`config.mk`:
```
export PLATFORM = sky130hd
export DESIGN_NAME = rsv_monitor
export DESIGN_NICKNAME = d
export VERILOG_FILES = /design/src/rtl/rsvmon_pkg.sv /design/src/rtl/rsv_decode.sv /design/src/rtl/rsv_agu.sv /design/src/rtl/rsv_state.sv /design/src/rtl/rsv_monitor.sv
export SDC_FILE = /design/constraint.sdc
export NUM_CORES = 1
export LEC_CHECK = 0
export BUFFER_PORTS_ARGS = -buffer_cell sky130_fd_sc_hd__clkbuf_2
export CAP_MARGIN = 15
export CORE_ASPECT_RATIO = 1.5
export CORE_MARGIN = 2
export CORE_UTILIZATION = 60
export CTS_BUF_LIST = sky130_fd_sc_hd__clkbuf_16
export DETAILED_ROUTE_END_ITERATION = 6
export PLACE_DENSITY = 0.88
export SYNTH_ARGS = -nofsm -noshare
export SYNTH_HDL_FRONTEND = slang
export SYNTH_SLANG_ARGS = --single-unit
```
`constraint.sdc`:
```
create_clock -name clk -period 6.2 [get_ports clk]
set_input_delay 0 -clock clk [delete_from_list [all_inputs] [get_ports clk]]
set_output_delay 0 -clock clk [all_outputs]
set_load 0.005 [all_outputs]
```
`src/rtl/rsvmon_pkg.sv`:
```
package rsvmon_pkg;
  typedef enum logic [2:0] {
    OP_NONE = 3'd0,
    OP_LL   = 3'd1,
    OP_SC   = 3'd2,
    OP_SB   = 3'd3,
    OP_SH   = 3'd4,
    OP_SW   = 3'd5
  } mem_op_e;
endpackage

```
`src/rtl/rsv_decode.sv`:
```
module rsv_decode
  import rsvmon_pkg::*;
#(
  parameter int INSTR_W = 32,
  parameter int OPC_W   = 6,
  parameter int IMM_W   = 16,
  parameter logic [OPC_W-1:0] OPC_LL = 6'h1B,
  parameter logic [OPC_W-1:0] OPC_SC = 6'h33,
  parameter logic [OPC_W-1:0] OPC_SW = 6'h35,
  parameter logic [OPC_W-1:0] OPC_SB = 6'h36,
  parameter logic [OPC_W-1:0] OPC_SH = 6'h37
) (
  input  logic [INSTR_W-1:0] instr_i,
  output mem_op_e            op_o,
  output logic [IMM_W-1:0]   offset_o
);
  localparam int OPC_LSB = INSTR_W - OPC_W;
  localparam int LO_W    = 11;
  localparam int HI_W    = IMM_W - LO_W;

  logic [OPC_W-1:0] opc;
  logic             split_form;

  assign opc = instr_i[INSTR_W-1:OPC_LSB];

  always_comb begin
    op_o = OP_NONE;
    if (opc == OPC_LL)      op_o = OP_LL;
    else if (opc == OPC_SC) op_o = OP_SC;
    else if (opc == OPC_SB) op_o = OP_SB;
    else if (opc == OPC_SH) op_o = OP_SH;
    else if (opc == OPC_SW) op_o = OP_SW;
  end

  assign split_form = (op_o == OP_SC) || (op_o == OP_SB) ||
                      (op_o == OP_SH) || (op_o == OP_SW);

  always_comb begin
    if (split_form)
      offset_o = {instr_i[25 -: HI_W], instr_i[LO_W-1:0]};
    else
      offset_o = instr_i[IMM_W-1:0];
  end
endmodule

```
`src/rtl/rsv_agu.sv`:
```
module rsv_agu #(
  parameter int ADDR_W = 32,
  parameter int IMM_W  = 16
) (
  input  logic [ADDR_W-1:0] base_i,
  input  logic [IMM_W-1:0]  offset_i,
  output logic [ADDR_W-1:0] addr_o
);
  localparam int EXT_W = ADDR_W - IMM_W;

  logic [ADDR_W-1:0] offset_sx;

  assign offset_sx = {{EXT_W{offset_i[IMM_W-1]}}, offset_i};
  assign addr_o    = base_i + offset_sx;
endmodule

```
`src/rtl/rsv_state.sv`:
```
module rsv_state
  import rsvmon_pkg::*;
#(
  parameter int ADDR_W     = 32,
  parameter int WORD_BYTES = 4
) (
  input  logic              clk,
  input  logic              rst_n,
  input  logic              op_valid_i,
  input  mem_op_e           op_i,
  input  logic [ADDR_W-1:0] addr_i,
  input  logic              exc_i,
  output logic              sc_mem_we_o,
  output logic              flag_we_o,
  output logic              flag_val_o
);
  localparam int LSB_W = $clog2(WORD_BYTES);

  logic              rsv_q, rsv_d;
  logic [ADDR_W-1:0] rsv_addr_q, rsv_addr_d;
  logic              accept, upd_en, is_store, sc_hit, word_hit;
  logic [ADDR_W-1:0] addr_word;

  assign accept    = op_valid_i && !exc_i && (op_i != OP_NONE);
  assign is_store  = (op_i == OP_SB) || (op_i == OP_SH) || (op_i == OP_SW);
  assign addr_word = {addr_i[ADDR_W-1:LSB_W], {LSB_W{1'b0}}};
  assign sc_hit    = rsv_q && (addr_i == rsv_addr_q);
  assign word_hit  = rsv_q && (addr_word == rsv_addr_q);
  assign upd_en    = accept || exc_i;

  assign flag_we_o   = accept && (op_i == OP_SC);
  assign flag_val_o  = flag_we_o && sc_hit;
  assign sc_mem_we_o = flag_val_o;

  always_comb begin
    rsv_d      = rsv_q;
    rsv_addr_d = rsv_addr_q;
    if (exc_i) begin
      rsv_d = 1'b0;
    end else if (accept) begin
      if (op_i == OP_LL) begin
        rsv_d      = 1'b1;
        rsv_addr_d = addr_i;
      end else if (op_i == OP_SC) begin
        rsv_d = 1'b0;
      end else if (is_store && word_hit) begin
        rsv_d = 1'b0;
      end
    end
  end

  always_ff @(posedge clk or negedge rst_n) begin
    if (!rst_n) begin
      rsv_q      <= 1'b0;
      rsv_addr_q <= '0;
    end else if (upd_en) begin
      rsv_q      <= rsv_d;
      rsv_addr_q <= rsv_addr_d;
    end
  end

  AST_LL_OPENS: assert property (@(posedge clk) disable iff (!rst_n)
    (op_valid_i && !exc_i && op_i == OP_LL) |=> (rsv_q && rsv_addr_q == $past(addr_i)))
    else $error("LL did not open reservation");
  AST_SC_CLOSES: assert property (@(posedge clk) disable iff (!rst_n)
    (op_valid_i && !exc_i && op_i == OP_SC) |=> !rsv_q)
    else $error("SC left reservation open");
  AST_IDLE_HOLDS: assert property (@(posedge clk) disable iff (!rst_n)
    (!op_valid_i && !exc_i) |=> ($stable(rsv_q) && $stable(rsv_addr_q)))
    else $error("reservation changed while idle");
  AST_EXC_CLOSES: assert property (@(posedge clk) disable iff (!rst_n)
    exc_i |=> !rsv_q)
    else $error("exception left reservation open");
  AST_FLAG_ONLY_SC: assert property (@(posedge clk) disable iff (!rst_n)
    (flag_we_o || sc_mem_we_o) |-> (op_valid_i && op_i == OP_SC && !exc_i))
    else $error("flag write outside SC");
  AST_WE_NEEDS_RSV: assert property (@(posedge clk) disable iff (!rst_n)
    sc_mem_we_o |-> (rsv_q && flag_we_o && flag_val_o))
    else $error("SC write without reservation");
  AST_STORE_HIT_CLOSES: assert property (@(posedge clk) disable iff (!rst_n)
    (op_valid_i && !exc_i && is_store && word_hit) |=> !rsv_q)
    else $error("store to reserved word kept reservation");
endmodule

```
`src/rtl/rsv_monitor.sv`:
```
module rsv_monitor
  import rsvmon_pkg::*;
#(
  parameter int ADDR_W     = 32,
  parameter int INSTR_W    = 32,
  parameter int OPC_W      = 6,
  parameter int IMM_W      = 16,
  parameter int WORD_BYTES = 4
) (
  input  logic              clk,
  input  logic              rst_n,
  input  logic              op_valid,
  input  logic [INSTR_W-1:0] instr,
  input  logic [ADDR_W-1:0] base_val,
  input  logic              exc_flush,
  output logic [ADDR_W-1:0] eff_addr,
  output logic              sc_mem_we,
  output logic              flag_we,
  output logic              flag_val
);
  mem_op_e           op_kind;
  logic [IMM_W-1:0]  offset;

  rsv_decode #(
    .INSTR_W (INSTR_W),
    .OPC_W   (OPC_W),
    .IMM_W   (IMM_W)
  ) u_decode (
    .instr_i  (instr),
    .op_o     (op_kind),
    .offset_o (offset)
  );

  rsv_agu #(
    .ADDR_W (ADDR_W),
    .IMM_W  (IMM_W)
  ) u_agu (
    .base_i   (base_val),
    .offset_i (offset),
    .addr_o   (eff_addr)
  );

  rsv_state #(
    .ADDR_W     (ADDR_W),
    .WORD_BYTES (WORD_BYTES)
  ) u_state (
    .clk         (clk),
    .rst_n       (rst_n),
    .op_valid_i  (op_valid),
    .op_i        (op_kind),
    .addr_i      (eff_addr),
    .exc_i       (exc_flush),
    .sc_mem_we_o (sc_mem_we),
    .flag_we_o   (flag_we),
    .flag_val_o  (flag_val)
  );
endmodule

```
Word level (Yosys, flattened, before mapping):

Cells that the tools add are included.
W data, S select, Z words.

* register bits after elaboration: 33
* output and inout port bits: 35

* add/subtract/negate cells: 1
* eq/ne operators: 12
* mux-type cells: 11
* bitwise gates (word level): 1
* reduce and logical (&&, ||, !) cells: 19

Operators with widths (count)
* $eq A32 B32 Y1: 2
* $add A32 B32 Y32: 1
* $eq A6 B6 Y1 const B: 4
* $mux W16: 1
* $mux W3: 5
* $logic_and A1 B1 Y1: 7
* $eq A3 B2 Y1 const B: 2
* $eq A3 B3 Y1 const B: 2
* $eq A6 B5 Y1 const B: 1
* $logic_or A1 B1 Y1: 6
* $mux W1: 5
* $reduce_and A4 Y1: 1
* $reduce_bool A4 Y1: 1
* $eq A3 B1 Y1 const B: 1
* $reduce_and A3 Y1: 1
* $reduce_bool A3 Y1: 1
* $reduce_bool A2 Y1: 1
* $logic_not A1 Y1: 1
* $not A1 Y1: 1

Logic depth before layout (Yosys ltp):

Gate-level depths: netlist of the first run.

* depth in word-level cells: 20
* depth in mapped cells: 17
* depth with buffers taken out: 15

Hierarchy:

A second synthesis of the first run with hierarchy kept.

* cells, all modules: 396
* area, all modules: 3838.7 µm²

Modules (own cells, without submodules)
* rsv_state: instances 1, cells each 127, area an instance 1828.0 µm², seq. area each 825.8 µm²
* rsv_agu: instances 1, cells each 241, area an instance 1744.2 µm², seq. area each 0.0 µm²
* rsv_decode: instances 1, cells each 28, area an instance 266.5 µm², seq. area each 0.0 µm²

Worst setup path before layout of the first run:

No wires, ideal clock.

* kind: input to register
* start: input instr[27]
* end: register u_state.rsv_q
* arrival: 3.932 ns
* data required time: 6.057 ns
* slack: 2.126 ns
* cell stages on the path: 16
* path buffers: 1
* cell sequence: maj3_1 > nand2_1 > mux2i_1 > inv_1 > ha_1 > clkbuf_1 > o21a_1 > a21oi_1 > a211o_1 > a21oi_1 > nor2_1 > o21ba_2 > a211o_1 > or4b_1 > nor4_1 > o211ai_1

* cells in the longest elaborated chain, start to end: 17
* elaborated cells on any way between the ends: 35
* classes of those cells: add/sub: 1; eq/ne: 11; mux: 10; reduce/logical: 13

RTL lines
* from (decl): RTL line rsv_monitor.sv:13 `input logic [INSTR_W-1:0] instr,`
* $eq A6 B6 Y1: RTL line rsv_decode.sv:32 `else if (opc == OPC_SW) op_o = OP_SW;`
* $mux W3: RTL line rsv_decode.sv:32
* $mux W3: RTL line rsv_decode.sv:31 `else if (opc == OPC_SH) op_o = OP_SH;`
* $mux W3: RTL line rsv_decode.sv:30 `else if (opc == OPC_SB) op_o = OP_SB;`
* $mux W3: RTL line rsv_decode.sv:29 `else if (opc == OPC_SC) op_o = OP_SC;`
* $mux W3 (*): RTL line rsv_decode.sv:28 `if (opc == OPC_LL) op_o = OP_LL;`
* $eq A3 B2 Y1: RTL line rsv_decode.sv:35 `assign split_form = (op_o == OP_SC) || (op_o == OP_SB) ||`
* $logic_or A1 B1 Y1 (2 in series): RTL line rsv_decode.sv:35
* $logic_or A1 B1 Y1 (*): RTL line rsv_decode.sv:36 `(op_o == OP_SH) || (op_o == OP_SW);`
* $mux W16 (*): RTL line rsv_decode.sv:39 `if (split_form)`
* $add A32 B32 Y32 (*): RTL line rsv_agu.sv:14 `assign addr_o = base_i + offset_sx;`
* named net eff_addr[28]: RTL line rsv_monitor.sv:16 `output logic [ADDR_W-1:0] eff_addr,`
* $eq A32 B32 Y1 (*): RTL line rsv_state.sv:28 `assign word_hit = rsv_q && (addr_word == rsv_addr_q);`
* $logic_and A1 B1 Y1 (*): RTL line rsv_state.sv:28
* $logic_and A1 B1 Y1 (*): RTL line rsv_state.sv:46 `end else if (is_store && word_hit) begin`
* $reduce_bool A4 Y1 (no line) (*)
* $reduce_and A3 Y1 (no line) (*)
* to (signal assigned): RTL line rsv_state.sv:57 `rsv_q <= rsv_d;`
* to (decl): RTL line rsv_state.sv:19 `logic rsv_q, rsv_d;`

Mark *: on every way through the listed nets, which the timed path passes. The rest lies on a longest branch. The select of a mux whose other input is x is not followed.
A chain may end at the register's enable or synchronous reset.

Final worst setup path of the first run:

* start: input instr[27]
* end: output flag_val

* cells in the longest elaborated chain, start to end: 15
* elaborated cells on any way between the ends: 25
* classes of those cells: add/sub: 1; eq/ne: 10; mux: 6; reduce/logical: 8

RTL lines
* $eq A6 B6 Y1: RTL line rsv_decode.sv:32
* $mux W3: RTL line rsv_decode.sv:32
* $mux W3: RTL line rsv_decode.sv:31
* $mux W3: RTL line rsv_decode.sv:30
* $mux W3: RTL line rsv_decode.sv:29
* $mux W3 (*): RTL line rsv_decode.sv:28
* $eq A3 B2 Y1, on equally long branches: RTL line rsv_decode.sv:35, rsv_state.sv:31
* $logic_or A1 B1 Y1 (2 in series): RTL line rsv_decode.sv:35
* $logic_or A1 B1 Y1: RTL line rsv_decode.sv:36
* $mux W16: RTL line rsv_decode.sv:39
* $add A32 B32 Y32: RTL line rsv_agu.sv:14
* $eq A32 B32 Y1: RTL line rsv_state.sv:27 `assign sc_hit = rsv_q && (addr_i == rsv_addr_q);`
* $logic_and A1 B1 Y1: RTL line rsv_state.sv:27
* $logic_and A1 B1 Y1 (*): RTL line rsv_state.sv:32 `assign flag_val_o = flag_we_o && sc_hit;`
* to (decl): RTL line rsv_monitor.sv:19 `output logic flag_val`

Every way passes the cells marked *; elsewhere a longest branch is shown, timed or not.

==> results.yml, run 1 <==
placed_design:
  placed_cell_area_um2: 4669
  place_congestion: 0.9736
  dp_hpwl_um: 9372
  io_buffer_count: 97
global_route:
  grt_first_pass_wirelength_um: 19530
  antenna_found_initial: 0
  grt_usage: 0.3204
  overflow: 0
  first_global_vias: 4266
  grt_max_degree: 35
floorplanning:
  die-area_um2: 7632
  core_area_um2: 6805
  die_x_um: 72
  fp-row-count: 37
  io_pins: 103
  start_util: 0.6115
  die_y_um: 106
detailed_routing:
  drtAntennaViolNets: 0
  via_per_inst: 6.264
  drc_errors: 0
  first_iter_violations: 388
  wl_per_cell_um: 16.99
  routed_wl_um: 12040
  first_pass_iters: 5
  vias: 4441
critical_path:
  regToRegStartpoint: "u_state.rsv_addr_q[24]"
  r2r_cells: 10
  critPathLaunch: "instr[27]"
  crit_family: "compound AO/OA/AOI/OAI gates"
  path_cells: "clkbuf_2, maj3_1, nand2_1, mux2i_1, inv_1, ha_1, a21oi_1, o21ai_0, o21ai_0, a2111oi_0, nand4_1, nor4_1, nand4_1, nor3_1, and4_1, clkbuf_2"
  cp-endpoint: "flag_val"
  cp-start-kind: "input port"
  cp_max_fo: 17
  critPathArrivalTime_ns: 5.14
  worst-path-buf-inv: 3
  reg2reg_to: "u_state.rsv_q"
  cp.required_ns: 6.20
  cpPeakStageDelay_ns: 0.66
  slowest_stage: "ha_1"
  endpoint_kind: "primary output"
  r2r_slack_ns: 3.21
  worst-path-stages: 16
  critPathKind: "in -> out"
cts:
  cts.repair_timing.setup_buffer_count: 0
  root_buffer: "clkbuf_16"
  cts_inserted_buffers: 5
  clkTransAtPathRegs_ns: 0.06
  cts.sinks: 33
  insertion_delay_ns: 0.28
  cts_max_level: 2
  clock_path_buffers: 2
  cts_tree: "yes"
timing:
  finalSetupViolations: 0
  skew_ns: 0.004295
  fin_crit_sh: 0.8293
  maxSlewHeadroom: 0.3243
  hold_viol: 0
  fmax_mhz: 194.5
  finalSetupTns_ns: 0
  rsz0062_at_grt: "no"
  fin_crit_ns: 5.142
  drv_slew: 0
  worst_pin_slew_ns: 1.011
final_layout:
  syn2layout_area_growth_pct: 15.87
  seq_area_um2: 825.8
  nets: 733
  drive_gt1_frac: 0.1997
  diodes: 0
  stdcell_area_um2: 4822
  n_fill_cell: 591
  multi_input_area_um2: 3223
synthesis:
  synth_area_um2: 4161
  postSynth.asyncResetShare: 1.000
  ys_seq_area_frac: 0.1984
  synth_cell_types: 65
  syn_inst: 546
  syn_avg_cell_area_um2: 7.622
  synth_edf_count: 0
  ys_ff_latch: 33
  synth_fp_nets: 649
  yosys_warnings: 0
  synthFlopType: "dfrtp_1"
pwr:
  ir_drop_mv: 0.1645
  p_leak_nw: 2.284
  pwr_density_cell_nw_per_um2: 214.7
min_path:
  hold_path.startpoint: "exc_flush"
  hold_path.class: "in -> reg"
run:
  drv_cap: 0
run_status:
  status: "finished, final reports clean"
-- routing by layer --
metal / share of wire / track usage / vias to the layer above
li1: - / - / 2143
met1: 0.39 / 0.3723 / 2060
met2: 0.51 / 0.5721 / 198
met3: 0.051 / 0.03507 / 40
met4: 0.048 / 0.1550 / 0
met5: 0 / 0 / -
-- cell families after synthesis --
kind of cell               share of synthesized area
AOI/OAI and AO/OA                             0.2165
xor gates and xnor gates                      0.1335
adders and majority gates                     0.1094
buffers and inverters                        0.02856
DFF                                           0.1984
muxes                                        0.04149
and+or+nand+nor                               0.2721
-- flip-flops by register name, summed over array words and instances, names as in the netlist --
signal / count
u_state.rsv_addr_q: 32
u_state.rsv_q: 1
-- worst min-delay path by stage --
stage / to / slack, ns / depth (start not counted)
floorplan: u_state.rsv_addr_q[0] / -0.30 / 0
global placement: u_state.rsv_addr_q[9] / 0.17 / 1
detailed placement: u_state.rsv_addr_q[9] / 0.17 / 1
CTS: u_state.rsv_q / 0.12 / 4
global route: u_state.rsv_q / 0.15 / 4
finish: u_state.rsv_q / 0.12 / 4
-- worst min-delay path, stage by stage --
cell and delay (ns):
clkbuf_2 0.12, nor2b_1 0.06, o21ai_0 0.07, o211ai_1 0.09
-- power by group --
group / switching [mW] / internal, mW / leakage [nW]
sequential: 0.0224 / 0.240 / 0.438
combinational: 0.300 / 0.224 / 1.78
clock: 0.102 / 0.147 / 0.0696
total: 0.424 / 0.611 / 2.28
-- synth_stat cells (7+ instances only) --
library cell / n / area, µm²
nor2b_1: 7 / 43.79
nand2_1: 115 / 431.7
mux2_2: 10 / 112.6
nor2_1: 37 / 138.9
a21oi_1: 38 / 190.2
nand4_1: 13 / 81.33
dfrtp_1: 33 / 825.8
nand3_1: 14 / 70.07
nor3_1: 11 / 55.05
o211ai_1: 7 / 52.55
xnor2_1: 34 / 297.8
clkbuf_1: 18 / 67.56
xor2_1: 19 / 166.4
o21ai_0: 35 / 175.2
inv_1: 8 / 30.03
ha_1: 34 / 425.4
-- repair_timing --
action                                 4_1_cts  5_1_grt
resized for setup                            0        0
endpoints found under the hold margin       33        0
hold buffers                                 1        0
-- layout make-up --
cell class,count,share of cell area
clock buffers,5,0.02595
clock inverters,3,0.003633
inverters,8,0.006227
multi-input cells,483,0.6684
flip-flops and latches,33,0.1713
well taps,78,0.02024
repair buffers,99,0.1043
-- placed cells by master (no fill, tap or decap), types with 3 or more instances in the layout --
cell type and count:
nand3b_1 4, xor2_1 19, nand4_1 13, clkbuf_16 5, o21bai_1 3, a31oi_1 3, a211oi_1 6, nor3_1 11
clkbuf_2 97, ha_1 34, o21a_1 3, or4_1 3, dfrtp_1 33, nor2b_1 7, o221ai_1 3, nor4_1 4
nand2_1 115, o21ai_1 3, a21boi_1 3, or4b_1 3, a211o_1 4, or3_1 3, xnor2_1 34, o21ai_0 35
mux2_2 10, o211ai_1 7, nand3_1 14, a21o_1 5, nor2_1 37, mux2i_1 6, inv_1 8, a21oi_1 38
and4_1 4, xnor3_1 3, and2_1 6, nand2b_1 6
-- per-stage QoR --
stage                     hold slack, ns  setup slack [ns]  instances  utilization  power [mW]
after floorplan                  -0.2956             2.126        546            -      0.6157
after global placement            0.1686             1.401        700       0.6862      0.7662
after detailed placement          0.1718             1.212        700       0.6862      0.7788
after CTS                         0.1153             1.235        709       0.7086       1.029
after global routing              0.1506            0.9022        709       0.7086       1.097
final                             0.1179             1.058        709       0.7086       1.035
(Power assumes the default switching activity.)
==> inputs of run 2 (changes only) <==
- CORE_UTILIZATION: 60 -> 50
- PLACE_DENSITY: 0.88 -> 0.79
- clock period: 6.2 -> 4.35 ns (I/O delays scaled with it)
==> run 2 against run 1 <==
Compared with the run above:
- clock-buffer cell count is the same
- flip-flop and latch count is the same
- sequential power grew 43%
- first-iteration DRC count shrank 4.6%
- clock skew is essentially flat
- utilization shrank 6.8 points
- register-to-register slack lost 1.6 ns
- design area grew 7.0%
- combinational power grew 57%
- wire length grew 6.6%
- power grew 51%
- critical path type unchanged
==> results.yml, run 2 (synthesis results as in run 1) <==
critical_path:
  critPathKind: "in -> out"
  critPathArrivalTime_ns: 4.17
  worst-path-buf-inv: 3
  cpPeakStageDelay_ns: 0.59
  regToRegStartpoint: "u_state.rsv_addr_q[24]"
  cp_max_fo: 14
  cp-start-kind: "input port"
  r2r_cells: 10
  slowest_stage: "or4b_1"
  cp.required_ns: 4.35
  endpoint_kind: "primary output"
  crit_family: "compound AO/OA/AOI/OAI gates"
  r2r_slack_ns: 1.57
  critPathLaunch: "instr[27]"
  reg2reg_to: "u_state.rsv_q"
  path_cells: "clkbuf_2, maj3_1, nand2_1, mux2i_2, inv_4, ha_2, o21a_1, a21oi_1, a211o_1, a21oi_1, nor2_1, o21ba_2, a211o_1, or4b_1, nor3_1, and4_1, clkbuf_2"
min_path:
  worstHoldEndpoint: "u_state.rsv_addr_q[25]"
  min_path_cells: 4
  hold_path.startpoint: "exc_flush"
  hold_path.class: "in -> reg"
detailed_routing:
  via_per_inst: 5.904
  wl_met2_um: 6610
  met1Wirelength_um: 5112
  drtAntennaViolNets: 0
  wl_per_cell_um: 16.70
  first_iter_violations: 370
  first_pass_iters: 5
  drc_errors: 0
  vias: 4540
  top_layer: "met4"
  routed_wl_um: 12840
  route.met3.wl_um: 578
floorplanning:
  die-area_um2: 9084
  io_pins: 103
  fp-row-count: 40
  core_area_um2: 8058
  die_y_um: 115.7
  start_util: 0.5165
  die_x_um: 78.49
final_layout:
  largest_reg_flops: 32
  diodes: 0
  nets: 766
  drive_gt1_frac: 0.2560
  final_cell_mix: "nand2_1 (114), clkbuf_2 (97), a21oi_1 (37), nor2_1 (36), o21ai_0 (35)"
  final_common_cell: "nand2_1"
  regMostFlops: "u_state.rsv_addr_q"
  syn2layout_area_growth_pct: 23.96
  fin_util: 0.6402
  reg.largest.list: "u_state.rsv_addr_q (32), u_state.rsv_q (1)"
global_route:
  first_global_vias: 4384
  grt_usage: 0.2850
  grt_max_degree: 34
  antenna_found_initial: 0
  grt_first_pass_wirelength_um: 20540
  overflow: 0
pwr:
  p_leak_nw: 2.432
  ir_drop_mv: 0.2676
  pwr_density_cell_nw_per_um2: 302.7
timing:
  fmax_mhz: 239.6
  hold_viol: 0
  skew_ns: 0.004095
  fin_crit_ns: 4.174
  fin_crit_sh: 0.9595
  maxSlewHeadroom: 0.3672
  finalSetupTns_ns: 0
  worst_pin_slew_ns: 0.9469
  drv_slew: 0
  finalSetupViolations: 0
cts:
  clock_path_buffers: 2
  cts_tree: "yes"
  root_buffer: "clkbuf_16"
  cts.sinks: 33
  clkTransAtPathRegs_ns: 0.06
  cts_inserted_buffers: 5
  cts.repair_timing.setup_buffer_count: 0
  cts_max_level: 2
  insertion_delay_ns: 0.29
placed_design:
  place_congestion: 0.9402
  io_buffer_count: 97
  dp_hpwl_um: 10260
run_status:
  status: "finished, final reports clean"
run:
  drv_cap: 0
-- run 2: how the worst max path moves through the flow --
stage,slack [ns],to,depth (start not counted)
6_report,0.18,sc_mem_we,17
3_5_place_dp,-0.09,u_state.rsv_q,17
5_1_grt,-0.002,sc_mem_we,17
3_3_place_gp,0.07,u_state.rsv_q,17
4_1_cts,0.04,sc_mem_we,17
2_1_floorplan,0.28,u_state.rsv_q,16
-- run 2: per-stage QoR --
stage	std cells	total power, mW	area (µm²)	setup WS [ns]	hold slack (ns)
2_1_floorplan	546	0.8775	4161	0.2757	-0.2956
3_3_place_gp	760	1.159	4951	0.06571	0.1624
3_5_place_dp	760	1.174	4951	-0.09169	0.1723
4_1_cts	769	1.542	5109	0.04483	0.09487
5_1_grt	769	1.652	5159	-0.001561	0.1329
6_report	769	1.561	5159	0.1762	0.09146
-- run 2: repair_timing --
item	CTS	global route
hold buffers	1	0
gates resized for setup	1	12
endpoints found under the setup margin	2	3
endpoints found under the hold margin	33	0
-- run 2: cell type report --
type	instances	area, µm²
Fill cell	708	2899
Sequential cell	33	825.8
Inverter	8	32.53
Tap cell	105	131.4
Clock buffer	5	125.1
Multi-Input combinational cell	483	3271
Timing Repair Buffer	132	750.7
Clock inverter	3	22.52
-- run 2: report_power, final --
part	switching (mW)	internal [mW]
clock	0.152	0.212
combinational	0.453	0.370
sequential	0.0323	0.342
total	0.637	0.924
-- run 2: per-layer routing --
layer,up-vias,GRT usage
met3,41,0.02726
li1,2214,-
met2,183,0.5368
met5,-,0
met4,0,0.1216
met1,2102,0.3259
-- run 2: worst register-to-register path, delay by kind of cell, from the launching register on --
kind / cells / cell delay, ns
compound gates: 3 / 0.71
xor+xnor: 1 / 0.18
flops: 1 / 0.42
simple gates: 6 / 1.31
==> inputs of run 3 (changes only) <==
- REMOVE_ABC_BUFFERS: not set -> 1
==> run 3 against run 2 <==
Compared with the run above:
- largest cell class unchanged
- critical endpoint unchanged
- critical path type unchanged
- sequential power is essentially flat
- flip-flop and latch count stayed put
- clock power about the same
==> results.yml, run 3 (synthesis results as in run 1) <==
run_status:
  status: "finished, final reports clean"
timing:
  setup_slack_ns: 0.2370
  rsz0062_at_grt: "no"
  drv_slew: 0
  hold_viol: 0
  worst_pin_slew_ns: 1.056
  fin_crit_sh: 0.9455
  fmax_mhz: 243.1
  finalSetupViolations: 0
  maxSlewHeadroom: 0.2945
  skew_ns: 0.008132
  fin_crit_ns: 4.113
detailed_routing:
  drc_errors: 0
  first_pass_iters: 5
  vias: 4541
  first_iter_violations: 166
  drtAntennaViolNets: 0
  routed_wl_um: 13310
  via_per_inst: 5.867
  wl_per_cell_um: 17.20
global_route:
  first_global_vias: 4540
  overflow: 0
  grt_first_pass_wirelength_um: 21160
  antenna_found_initial: 0
  grt_usage: 0.2965
  grt_max_degree: 34
final_layout:
  fin_util: 0.6471
  final_cell_mix: "nand2_1 (115), clkbuf_2 (97), buf_4 (39), nor2_1 (37), a21oi_1 (36)"
  reg.largest.list: "u_state.rsv_addr_q (32), u_state.rsv_q (1)"
  nets: 771
  regMostFlops: "u_state.rsv_addr_q"
  n_fill_cell: 750
  stdcell_area_um2: 5214
  final_common_cell: "nand2_1"
  diodes: 0
  drive_gt1_frac: 0.2631
  largest_reg_flops: 32
  syn2layout_area_growth_pct: 25.29
critical_path:
  path_common_cell: "nand2_1"
  cp-start-kind: "input port"
  cpPeakStageDelay_ns: 0.58
  slowest_stage: "or4_1"
  critPathKind: "in -> out"
  endpoint_kind: "primary output"
  cp.required_ns: 4.35
  critPathArrivalTime_ns: 4.11
  cp_max_fo: 6
  path_cells: "clkbuf_2, maj3_1, nand2_1, buf_4, buf_4, mux2_2, ha_2, nand2_1, or4_1, nand2_1, a21oi_2, xnor3_1, or3_1, or4b_4, nor3_2, and4_1, clkbuf_2"
cts:
  insertion_delay_ns: 0.29
  cts_max_level: 2
  clock_path_buffers: 2
  cts.sinks: 33
  root_buffer: "clkbuf_16"
  clkTransAtPathRegs_ns: 0.06
  cts_inserted_buffers: 5
  cts_tree: "yes"
run:
  drv_cap: 0
floorplanning:
  die-area_um2: 9084
  start_util: 0.5165
  die_y_um: 115.7
  io_pins: 103
  die_x_um: 78.49
  fp-row-count: 40
  core_area_um2: 8058
placed_design:
  dp_hpwl_um: 10680
  place_congestion: 0.9740
  placed_cell_area_um2: 4981
  dp_slack_ns: -0.02539
  io_buffer_count: 97
min_path:
  hold_path.class: "in -> reg"
pwr:
  ir_drop_mv: 0.2560
  pwr_density_cell_nw_per_um2: 301.1
  p_leak_nw: 2.471
[run 3: cell types whose count changed in the layout (fill, tap and decap cells not counted), moves of 2 or more]
cell / previous run / this run
clkinvlp_4: 3 / 1
o21ai_0: 35 / 33
buf_4: 34 / 39
clkinv_2: 0 / 2
o21ai_1: 2 / 5
[run 3: where the power goes]
part,switching [mW],internal (mW)
Sequential,0.0330,0.342
Combinational,0.454,0.376
Clock,0.154,0.210
Total,0.641,0.929
[run 3: cell type report]
cell class                      count  area [µm²]  share of cell area
Tap cell                          105       131.4             0.02520
Sequential cell                    33       825.8              0.1584
Timing Repair Buffer              137       788.3              0.1512
Multi-Input combinational cell    483        3296              0.6321
Inverter                            8       30.03            0.005760
Clock buffer                        5       125.1             0.02400
Clock inverter                      3       17.52            0.003360
[run 3: layer usage]
layer / share of wire / wire, µm / track usage / vias to the layer above
li1: - / - / - / 2216
met1: 0.39 / 5181 / 0.3255 / 2157
met2: 0.54 / 7211 / 0.5718 / 141
met3: 0.040 / 539 / 0.03349 / 27
met4: 0.029 / 381 / 0.1240 / 0
met5: 0 / 0 / 0 / -
[run 3: worst paths after layout]
path | endpoint | slack [ns] | startpoint | cells after the start
setup / recovery | sc_mem_we | 0.24 | instr[27] | 17
hold / removal | u_state.rsv_q | 0.1 | exc_flush | 4
setup reg to reg | u_state.rsv_q | 1.62 | u_state.rsv_addr_q[24] | 10
hold reg to reg | u_state.rsv_addr_q[6] | 0.50 | u_state.rsv_addr_q[6] | 2
max in group asynchronous | u_state.rsv_addr_q[0] | 3.35 | rst_n | 2
min in group asynchronous | u_state.rsv_addr_q[12] | 0.40 | rst_n | 2
[run 3: timing repair]
action	4_1_cts	5_1_grt
gates resized for setup	2	15
pin swaps	0	3
hold buffers	1	0
endpoints found under the setup margin	2	3
buffers inserted	0	1
hold endpoints to repair	33	0
[run 3: critical path, delay by kind of cell]
family	cells	cell delay (ns)
muxes	1	0.34
buffers and inverters	4	0.50
AOI/OAI and AO/OA	1	0.09
adders and majority gates	2	0.79
and+or+nand+nor	8	2.20
xor gates and xnor gates	1	0.19
[run 3: per-stage QoR]
stage	setup TNS (ns)	hold WS, ns	power [mW]	cells
floorplan	0	-0.2956	0.8749	524
global placement	0	0.1727	1.162	764
detailed placement	-0.02539	0.1974	1.179	764
CTS	0	0.08939	1.554	773
global route	0	0.1403	1.664	774
finish	0	0.09671	1.570	774
